`src/rtl/tae_pkg.sv`:
```
package tae_pkg;

  typedef enum logic [1:0] {
    TAE_MODE_LATCH = 2'b00,
    TAE_MODE_CMP   = 2'b01,
    TAE_MODE_CRIT  = 2'b10,
    TAE_MODE_CRIT2 = 2'b11
  } tae_mode_e;

  // Hysteresis band in LSBs for a given code and number of fraction bits.
  function automatic int unsigned tae_hyst_lsb(input logic [1:0] code, input int unsigned frac);
    int unsigned r;
    case (code)
      2'd0:    r = 0;
      2'd1:    r = 3 << (frac - 1);
      2'd2:    r = 3 << frac;
      default: r = 6 << frac;
    endcase
    return r;
  endfunction

endpackage

```
`src/rtl/tae_rst_sync.sv`:
```
module tae_rst_sync (
  input  logic clk,
  input  logic rst_n,
  output logic rst_n_sync
);
  logic [1:0] sync_q;

  always_ff @(posedge clk or negedge rst_n) begin
    if (!rst_n) sync_q <= 2'b00;
    else        sync_q <= {sync_q[0], 1'b1};
  end

  assign rst_n_sync = sync_q[1];
endmodule

```
`src/rtl/tae_hyst_offset.sv`:
```
module tae_hyst_offset #(
  parameter int unsigned TEMP_W    = 13,
  parameter int unsigned FRAC_BITS = 4
) (
  input  logic [1:0]      hyst_sel,
  output logic [TEMP_W:0] hyst_off
);
  import tae_pkg::*;

  localparam int unsigned OW = TEMP_W + 1;

  always_comb begin
    hyst_off = OW'(tae_hyst_lsb(hyst_sel, FRAC_BITS));
  end
endmodule

```
`src/rtl/tae_limit_track.sv`:
```
// Tracks one limit condition with hysteresis on release.
// ABOVE=1: condition is "reading above limit"; ABOVE=0: "reading below limit".
module tae_limit_track #(
  parameter int unsigned TEMP_W = 13,
  parameter bit          ABOVE  = 1'b1
) (
  input  logic                     clk,
  input  logic                     rst_n,
  input  logic                     smp_valid,
  input  logic signed [TEMP_W-1:0] temp,
  input  logic signed [TEMP_W-1:0] limit,
  input  logic        [TEMP_W:0]   hyst_off,
  output logic                     flag_nxt,
  output logic                     flag_q
);
  localparam int unsigned XW = TEMP_W + 1;

  logic signed [XW-1:0] t_x;
  logic signed [XW-1:0] l_x;
  logic signed [XW-1:0] h_x;
  logic                 trip;
  logic                 rel;

  assign t_x = {temp[TEMP_W-1], temp};
  assign l_x = {limit[TEMP_W-1], limit};
  assign h_x = signed'(hyst_off);

  generate
    if (ABOVE) begin : g_above
      always_comb begin
        trip = t_x > l_x;
        rel  = t_x < (l_x - h_x);
      end
    end else begin : g_below
      always_comb begin
        trip = t_x < l_x;
        rel  = t_x > (l_x + h_x);
      end
    end
  endgenerate

  always_comb begin
    flag_nxt = trip | (flag_q & ~rel);
  end

  always_ff @(posedge clk or negedge rst_n) begin
    if (!rst_n)         flag_q <= 1'b0;
    else if (smp_valid) flag_q <= flag_nxt;
  end
endmodule

```
`src/rtl/tae_event_mux.sv`:
```
module tae_event_mux (
  input  logic       clk,
  input  logic       rst_n,
  input  logic [1:0] mode_sel,
  input  logic       win_en,
  input  logic       evt_en,
  input  logic       sw_clr,
  input  logic       smp_valid,
  input  logic       over_nxt,
  input  logic       under_nxt,
  input  logic       over_q,
  input  logic       under_q,
  input  logic       crit_q,
  output logic       pend_q,
  output logic       event_n
);
  import tae_pkg::*;

  tae_mode_e mode;
  logic      is_latch;
  logic      pend_nxt;
  logic      pend_en;
  logic      active;

  assign mode     = tae_mode_e'(mode_sel);
  assign is_latch = (mode == TAE_MODE_LATCH);

  always_comb begin
    pend_en  = smp_valid | sw_clr | ~is_latch;
    pend_nxt = is_latch &
               ((pend_q & ~sw_clr) | (smp_valid & win_en & (over_nxt | under_nxt)));
  end

  always_ff @(posedge clk or negedge rst_n) begin
    if (!rst_n)       pend_q <= 1'b0;
    else if (pend_en) pend_q <= pend_nxt;
  end

  always_comb begin
    case (mode)
      TAE_MODE_LATCH: active = pend_q | crit_q;
      TAE_MODE_CMP:   active = (win_en & (over_q | under_q)) | crit_q;
      default:        active = crit_q;
    endcase
    event_n = ~(evt_en & active);
  end
endmodule

```
`src/rtl/tae_event_ctrl.sv`:
```
module tae_event_ctrl #(
  parameter int unsigned TEMP_W    = 13,
  parameter int unsigned FRAC_BITS = 4
) (
  input  logic              clk,
  input  logic              rst_n,
  input  logic              smp_valid,
  input  logic [TEMP_W-1:0] smp_temp,
  input  logic [TEMP_W-1:0] lim_hi,
  input  logic [TEMP_W-1:0] lim_lo,
  input  logic [TEMP_W-1:0] lim_crit,
  input  logic [1:0]        hyst_sel,
  input  logic [1:0]        mode_sel,
  input  logic              win_en,
  input  logic              evt_en,
  input  logic              sw_clr,
  output logic              event_n
);
  logic              rst_n_i;
  logic [TEMP_W:0]   hyst_off;
  logic              over_nxt, over_q;
  logic              under_nxt, under_q;
  logic              crit_nxt, crit_q;
  logic              pend_q;

  tae_rst_sync u_rst (.clk(clk), .rst_n(rst_n), .rst_n_sync(rst_n_i));

  tae_hyst_offset #(.TEMP_W(TEMP_W), .FRAC_BITS(FRAC_BITS)) u_hyst (
    .hyst_sel(hyst_sel), .hyst_off(hyst_off));

  tae_limit_track #(.TEMP_W(TEMP_W), .ABOVE(1'b1)) u_over (
    .clk(clk), .rst_n(rst_n_i), .smp_valid(smp_valid),
    .temp(signed'(smp_temp)), .limit(signed'(lim_hi)), .hyst_off(hyst_off),
    .flag_nxt(over_nxt), .flag_q(over_q));

  tae_limit_track #(.TEMP_W(TEMP_W), .ABOVE(1'b0)) u_under (
    .clk(clk), .rst_n(rst_n_i), .smp_valid(smp_valid),
    .temp(signed'(smp_temp)), .limit(signed'(lim_lo)), .hyst_off(hyst_off),
    .flag_nxt(under_nxt), .flag_q(under_q));

  tae_limit_track #(.TEMP_W(TEMP_W), .ABOVE(1'b1)) u_crit (
    .clk(clk), .rst_n(rst_n_i), .smp_valid(smp_valid),
    .temp(signed'(smp_temp)), .limit(signed'(lim_crit)), .hyst_off(hyst_off),
    .flag_nxt(crit_nxt), .flag_q(crit_q));

  tae_event_mux u_mux (
    .clk(clk), .rst_n(rst_n_i), .mode_sel(mode_sel), .win_en(win_en),
    .evt_en(evt_en), .sw_clr(sw_clr), .smp_valid(smp_valid),
    .over_nxt(over_nxt), .under_nxt(under_nxt),
    .over_q(over_q), .under_q(under_q), .crit_q(crit_q),
    .pend_q(pend_q), .event_n(event_n));

  logic unused_crit_nxt;
  assign unused_crit_nxt = crit_nxt;
endmodule

```
`config.mk`:
```
export PLATFORM = sky130hd
export DESIGN_NAME = tae_event_ctrl
export DESIGN_NICKNAME = d
export VERILOG_FILES = /design/src/rtl/tae_pkg.sv /design/src/rtl/tae_rst_sync.sv /design/src/rtl/tae_hyst_offset.sv /design/src/rtl/tae_limit_track.sv /design/src/rtl/tae_event_mux.sv /design/src/rtl/tae_event_ctrl.sv
export SDC_FILE = /design/constraint.sdc
export NUM_CORES = 1
export LEC_CHECK = 0
export ABC_CLOCK_PERIOD_IN_PS = 1300
export CAP_MARGIN = 20
export CELL_PAD_IN_SITES_DETAIL_PLACEMENT = 1
export CELL_PAD_IN_SITES_GLOBAL_PLACEMENT = 2
export CORE_ASPECT_RATIO = 0.5
export CORE_MARGIN = 5
export CORE_UTILIZATION = 30
export CTS_BUF_LIST = sky130_fd_sc_hd__clkbuf_4
export DETAILED_ROUTE_END_ITERATION = 10
export MAX_ROUTING_LAYER = met4
export PLACE_DENSITY_LB_ADDON = 0.2
export SYNTH_ARGS = -nofsm -noshare
export SYNTH_HDL_FRONTEND = slang
export SYNTH_SLANG_ARGS = --single-unit
```
`constraint.sdc`:
```
create_clock -name clk -period 1.3 [get_ports clk]
set_clock_uncertainty 0.15 [all_clocks]
set_input_delay 0.325 -clock clk [delete_from_list [all_inputs] [get_ports clk]]
set_output_delay 0.325 -clock clk [all_outputs]
set_load 0.01 [all_outputs]
```
== After elaboration in Yosys (flattened, before gate mapping) ==
Index checks and enable logic that the tools add are counted.

* Register bits: 6
* Input bits: 62

* Bitwise logic cells: 25
* Add/subtract/negate cells: 3
* Multiplexer cells: 2
* Equality and inequality tests: 3
* Reduce and logical (&&, ||, !) cells: 2
* Order comparisons: 6

{| class="wikitable"
|+ Operators with widths
! operator !! number
|-
| < comparator 13 x 14 -> 1 bit || 2
|-
| subtractor 13 x 8 -> 14 bit || 2
|-
| greater-than comparator 13 bit || 2
|-
| case mux 7 bit (3 select lines) || 1
|-
| adder 13 x 8 -> 14 bit || 1
|-
| greater-than comparator 13 x 14 -> 1 bit || 1
|-
| < comparator 13 bit || 1
|-
| bitwise OR 1 bit || 10
|-
| bitwise AND 1 bit || 9
|-
| inverter 1 bit || 6
|-
| equality test 2 x 1 -> 1 bit, second input constant || 2
|-
| zero test 2 bit || 2
|-
| equality test 2 bit, second input constant || 1
|-
| case mux 1 bit (2 select lines) || 1
|}

== Depth between registers and ports, before layout ==
Gate-level depths: netlist of the first run.

* Word-level depth: 11
* Gate-level depth with buffers: 17
* Gate-level depth less buffers: 17

== Hierarchy ==
Synthesis of the first run repeated with hierarchy kept, for this count alone.

* Cell total of the unflattened synthesis: 588
* Area, all modules: 4413.0 um2

{| class="wikitable"
|+ By module, submodules not included
! module !! cells an instance !! times used !! area each (um2)
|-
| tae_limit_track (u_crit ...) || 192 || 2 || 1396.3
|-
| tae_limit_track (u_under) || 175 || 1 || 1357.6
|-
| tae_hyst_offset || 18 || 1 || 133.9
|-
| tae_event_mux || 8 || 1 || 75.1
|-
| tae_rst_sync || 3 || 1 || 53.8
|}

== Worst setup path after synthesis of the first run ==
Ideal clock, no wire load.

* Path kind: input -> register
* Start: in hyst_sel[0]
* End: reg u_mux.pend_q
* Slack: -2.276 ns
* Stages: 16
* Arrival time: 3.291 ns
* Cells stage by stage: inv_1 > ha_1 > nor2_2 > inv_1 > ha_1 > a21oi_1 > o21ai_0 > o311a_1 > or3b_1 > xnor2_1 > ha_1 > nand4_1 > nor3_1 > a21oi_1 > a211oi_1 > a31oi_1

* Cells in the longest elaborated chain, start to end: 11
* Elaborated cells on any way between the ends: 18

{| class="wikitable"
|+ Ends and longest elaborated chain
! what !! line !! source
|-
| start, declared || tae_event_ctrl.sv:12 || <nowiki>input logic [1:0] hyst_sel,</nowiki>
|-
| equality test 2 bit (tied with other cells) || tae_pkg.sv:13 || <nowiki>case (code)</nowiki>
|-
| case mux 7 bit (3 select lines) (*) || tae_pkg.sv:13 ||
|-
| subtractor 13 x 8 -> 14 bit / adder 13 x 8 -> 14 bit (equally long branches) || tae_limit_track.sv:32, tae_limit_track.sv:37 ||
|-
| < comparator 13 x 14 -> 1 bit / greater-than comparator 13 x 14 -> 1 bit (equally long branches) || tae_limit_track.sv:32, tae_limit_track.sv:37 ||
|-
| inverter 1 bit || tae_limit_track.sv:43 || <nowiki>flag_nxt = trip | (flag_q & ~rel);</nowiki>
|-
| bitwise AND 1 bit || tae_limit_track.sv:43 ||
|-
| bitwise OR 1 bit || tae_limit_track.sv:43 ||
|-
| bitwise OR 1 bit (*) || tae_event_mux.sv:31 || <nowiki>((pend_q & ~sw_clr) | (smp_valid & win_en & (over_nxt | under_nxt)));</nowiki>
|-
| bitwise AND 1 bit (*) || tae_event_mux.sv:31 ||
|-
| bitwise OR 1 bit (*) || tae_event_mux.sv:31 ||
|-
| bitwise AND 1 bit (*) || tae_event_mux.sv:30 || <nowiki>pend_nxt = is_latch &</nowiki>
|-
| end signal, assigned || tae_event_mux.sv:36 || <nowiki>else if (pend_en) pend_q <= pend_nxt;</nowiki>
|-
| end, declared || tae_event_mux.sv:14 || <nowiki>output logic pend_q,</nowiki>
|}

Mark *: on every way between the ends. The rest lies on a longest branch, timed or not.
A chain may end at the register's enable or synchronous reset.

== Worst setup path after layout of the first run ==
* Start: in hyst_sel[1]
* End: reg u_mux.pend_q

Same word-level chain as after synthesis.

==> results of run 1 <==
## sequential cells by signal (all words and copies together) (netlist names)
register,cells
u_rst.sync_q,2
u_crit.flag_q,1
u_mux.pend_q,1
u_over.flag_q,1
u_under.flag_q,1
## critical path: stages
cell	delay [ns]
buf_8	0.10
buf_6	0.12
ha_4	0.26
buf_6	0.14
fa_2	0.38
inv_2	0.07
o21ai_2	0.07
a2111o_1	0.45
nor3_4	0.22
a21oi_2	0.10
ha_1	0.33
o21ai_4	0.20
nor4_2	0.08
a221oi_2	0.26
o311a_1	0.26
a31oi_1	0.10
## metal layers
layer,up-vias,part of all wire [%],routed length (um)
met5,-,0,0
met3,12,4.1,488
li1,1702,-,-
met2,67,46,5510
met1,1641,49,5860
met4,0,1.1,129
## layout make-up
type	count	share of cell area [%]
flip-flops and latches	6	2.99
well taps	121	3.02
repair buffers	173	30.0
multi-input cells	306	59.0
inverters	55	4.57
clock buffers	3	0.449
## worst paths after layout
check / endpoint / slack (ns) / from / depth (start not counted)
worst max register to register: u_mux.pend_q / -0.42 / u_under.flag_q / 7
min in group clk: u_rst.sync_q[1] / 0.21 / u_rst.sync_q[0] / 0
worst min register to register: u_rst.sync_q[1] / 0.21 / u_rst.sync_q[0] / 0
max in group asynchronous: u_mux.pend_q / 0.32 / u_rst.sync_q[1] / 1
worst min-delay path: u_rst.sync_q[1] / 0.08 / rst_n / 1
worst max-delay path: u_mux.pend_q / -2.21 / hyst_sel[1] / 16
## power breakdown
part	internal (W)	switching [W]	total [W]
clock	0.000105	0.0000780	0.000183
sequential	0.000210	0.0000157	0.000226
combinational	0.00107	0.00103	0.00210
## cells by family after synthesis
| logic type | synth area share [%] |
|---|---|
| flops | 5.25 |
| fa+ha+maj | 38.8 |
| buf+inv | 7.56 |
| compound gates | 24.0 |
| other cells | 0.131 |
| simple gates | 15.7 |
| xor+xnor | 8.53 |
## timing repair
item                                    4_1_cts  5_1_grt
pin swaps                                    46       51
endpoints found under the setup margin        5        5
hold buffers                                  1        0
resized for setup                            58       36
setup buffers                                11        7
hold endpoints to repair                      4        0
## per-stage QoR
step	worst slack, ns	hold WS [ns]	util [%]	power (W)	TNS (ns)
finish	-2.21	0.0829	53.4	0.00251	-9.06
global route	-2.33	0.0820	53.4	0.00272	-9.58
CTS	-2.36	0.0749	51.0	0.00240	-9.60
detailed placement	-3.19	-0.0872	47.7	0.00202	-12.85
global placement	-3.05	-0.0825	47.7	0.00192	-12.16
floorplan	-1.93	-0.121	-	0.00113	-7.63
## layout by cell type, fill, tap and decap left out, types with 3 or more instances in the layout
cell type	instances
nand4_1	8
ha_4	9
inv_1	47
nand3_1	6
xnor2_1	23
a21oi_2	6
o21a_1	3
a21o_1	8
nor2b_1	5
dlygate4sd2_1	4
buf_4	100
nand2b_1	4
nor2_1	16
inv_2	5
a21oi_4	3
nor3_2	3
o21ai_0	15
a21oi_1	25
nor3_4	3
and4_1	6
clkbuf_4	3
buf_6	10
o211ai_1	7
nand2_1	17
o21ai_2	5
clkdlybuf4s50_1	53
ha_1	75
dfrtp_1	6
==> out/metrics.yaml, run 1 <==
sta:
  relSlewSlack_pct: 58.9
  fin_crit_sh_pct: 270
  drv_slew: 0
  report.final.setup_viol: 5
  rsz0062_at_grt: "true"
  worstMarginPinSlew_ns: 0.601
  max_freq_mhz: 285
  timing.final.ws_setup_ns: -2.21
  min_period_ns: 3.51
  finalHoldViolCount: 0
drt:
  viasPerCell: 5.15
  drt-pass1-iter-count: 4
  wl_per_cell_um: 18.0
  drc: 0
  ant_nets: 0
  drtIter0Drc: 153
  drt-total-wl_mm: 12.0
  vias: 3422
logic_synthesis:
  avgSynthCellArea_um2: 7.75
  synthTopCellsByArea: "ha_1, xnor2_1, inv_1"
  synth_edf_count: 0
  synth.net_count: 518
  ys_types: 49
  yosysTopAreaCellShare_pct: 36.7
  ys_ff_latch: 6
  ys_seq_area_share_pct: 5.25
  postSynthCellCount: 369
  synth.top_cells.by_count: "ha_1, inv_1, a21oi_1, xnor2_1, o21ai_0"
  synth_most_common_cell: "ha_1"
  synth_area_leader_cell: "ha_1"
  async_flop_share_pct: 100
  syn-cell-area_um2: 2860
  synthFlopType: "dfrtp_1"
  yosys_warnings: 0
floorplanning:
  fp.dieArea_um2: 11700
  fp.dieH_um: 79.1
  start_util_pct: 30.5
  num_rows: 25
  ios: 63
  core-area_um2: 9380
  die_w_um: 148
critical_path:
  worstPathArrival_ns: 3.48
  endpoint_kind: "flip-flop"
  worstPathMaxFanout: 3
  critPathRequiredTime_ns: 1.27
  criticalPathCategory: "primary input to flip-flop"
  critPathLaunchType: "primary input"
clock_tree:
  cts_buffer_depth: 2
  numCtsBuffers: 3
  path_clk_slew_ns: 0.05
  cts_sinks: 6
  clock_tree.htree_level_count: 1
  cts_tree: "yes"
  cts_root_buffer: "clkbuf_4"
  clk_latency_ns: 0.25
global_routing:
  grt_use_met3_pct: 1.77
  grt_use_total_pct: 21.0
  antenna_found_initial: 0
  grt_pass1_wl_mm: 19.3
  grt_max_degree: 7
  overflow: 0
  grt_util_met1_pct: 28.3
  grt.busiest_layer: "met2"
  grt_pass1_vias: 3814
  met2_usage_pct: 35.4
final_layout:
  drive_gt1_share_pct: 33.9
  fillers: 1125
  final_cells: 664
  register_area_um2: 150
  num-nets-final: 694
  fin_area_um2: 5010
  synthToLayoutAreaGrowth_pct: 75.3
  antenna_cells: 0
  multi_input_area_um2: 2960
outcome:
  violations: "negative setup slack"
  run_status: "finished, violations left"
placed_design:
  port_buffers: 62
  dp_hpwl_mm: 10.3
  dpl-instance-area_um2: 4470
  dp.cells: 645
  place.gp.congestion: 0.884
job:
  maxCapViolations: 0
power:
  p_leak_nw: 2.38
  max-vdd-ir-drop_mv: 0.294
  p_per_area_nw_per_um2: 500
worst_hold_path:
  worstHoldPathType: "primary input to asynchronous set/reset pin"
(Power assumes the default switching activity.)
==> run 2, diff against run 1 <==
--- a/config.mk
+++ b/config.mk
@@ -6,7 +6,6 @@
 export NUM_CORES = 1
 export LEC_CHECK = 0
 export ABC_CLOCK_PERIOD_IN_PS = 1300
-export CAP_MARGIN = 20
 export CELL_PAD_IN_SITES_DETAIL_PLACEMENT = 1
 export CELL_PAD_IN_SITES_GLOBAL_PLACEMENT = 2
 export CORE_ASPECT_RATIO = 0.5
==> results of run 2 <==
No change in the layout: final DEF, timing and power equal those of run 1.
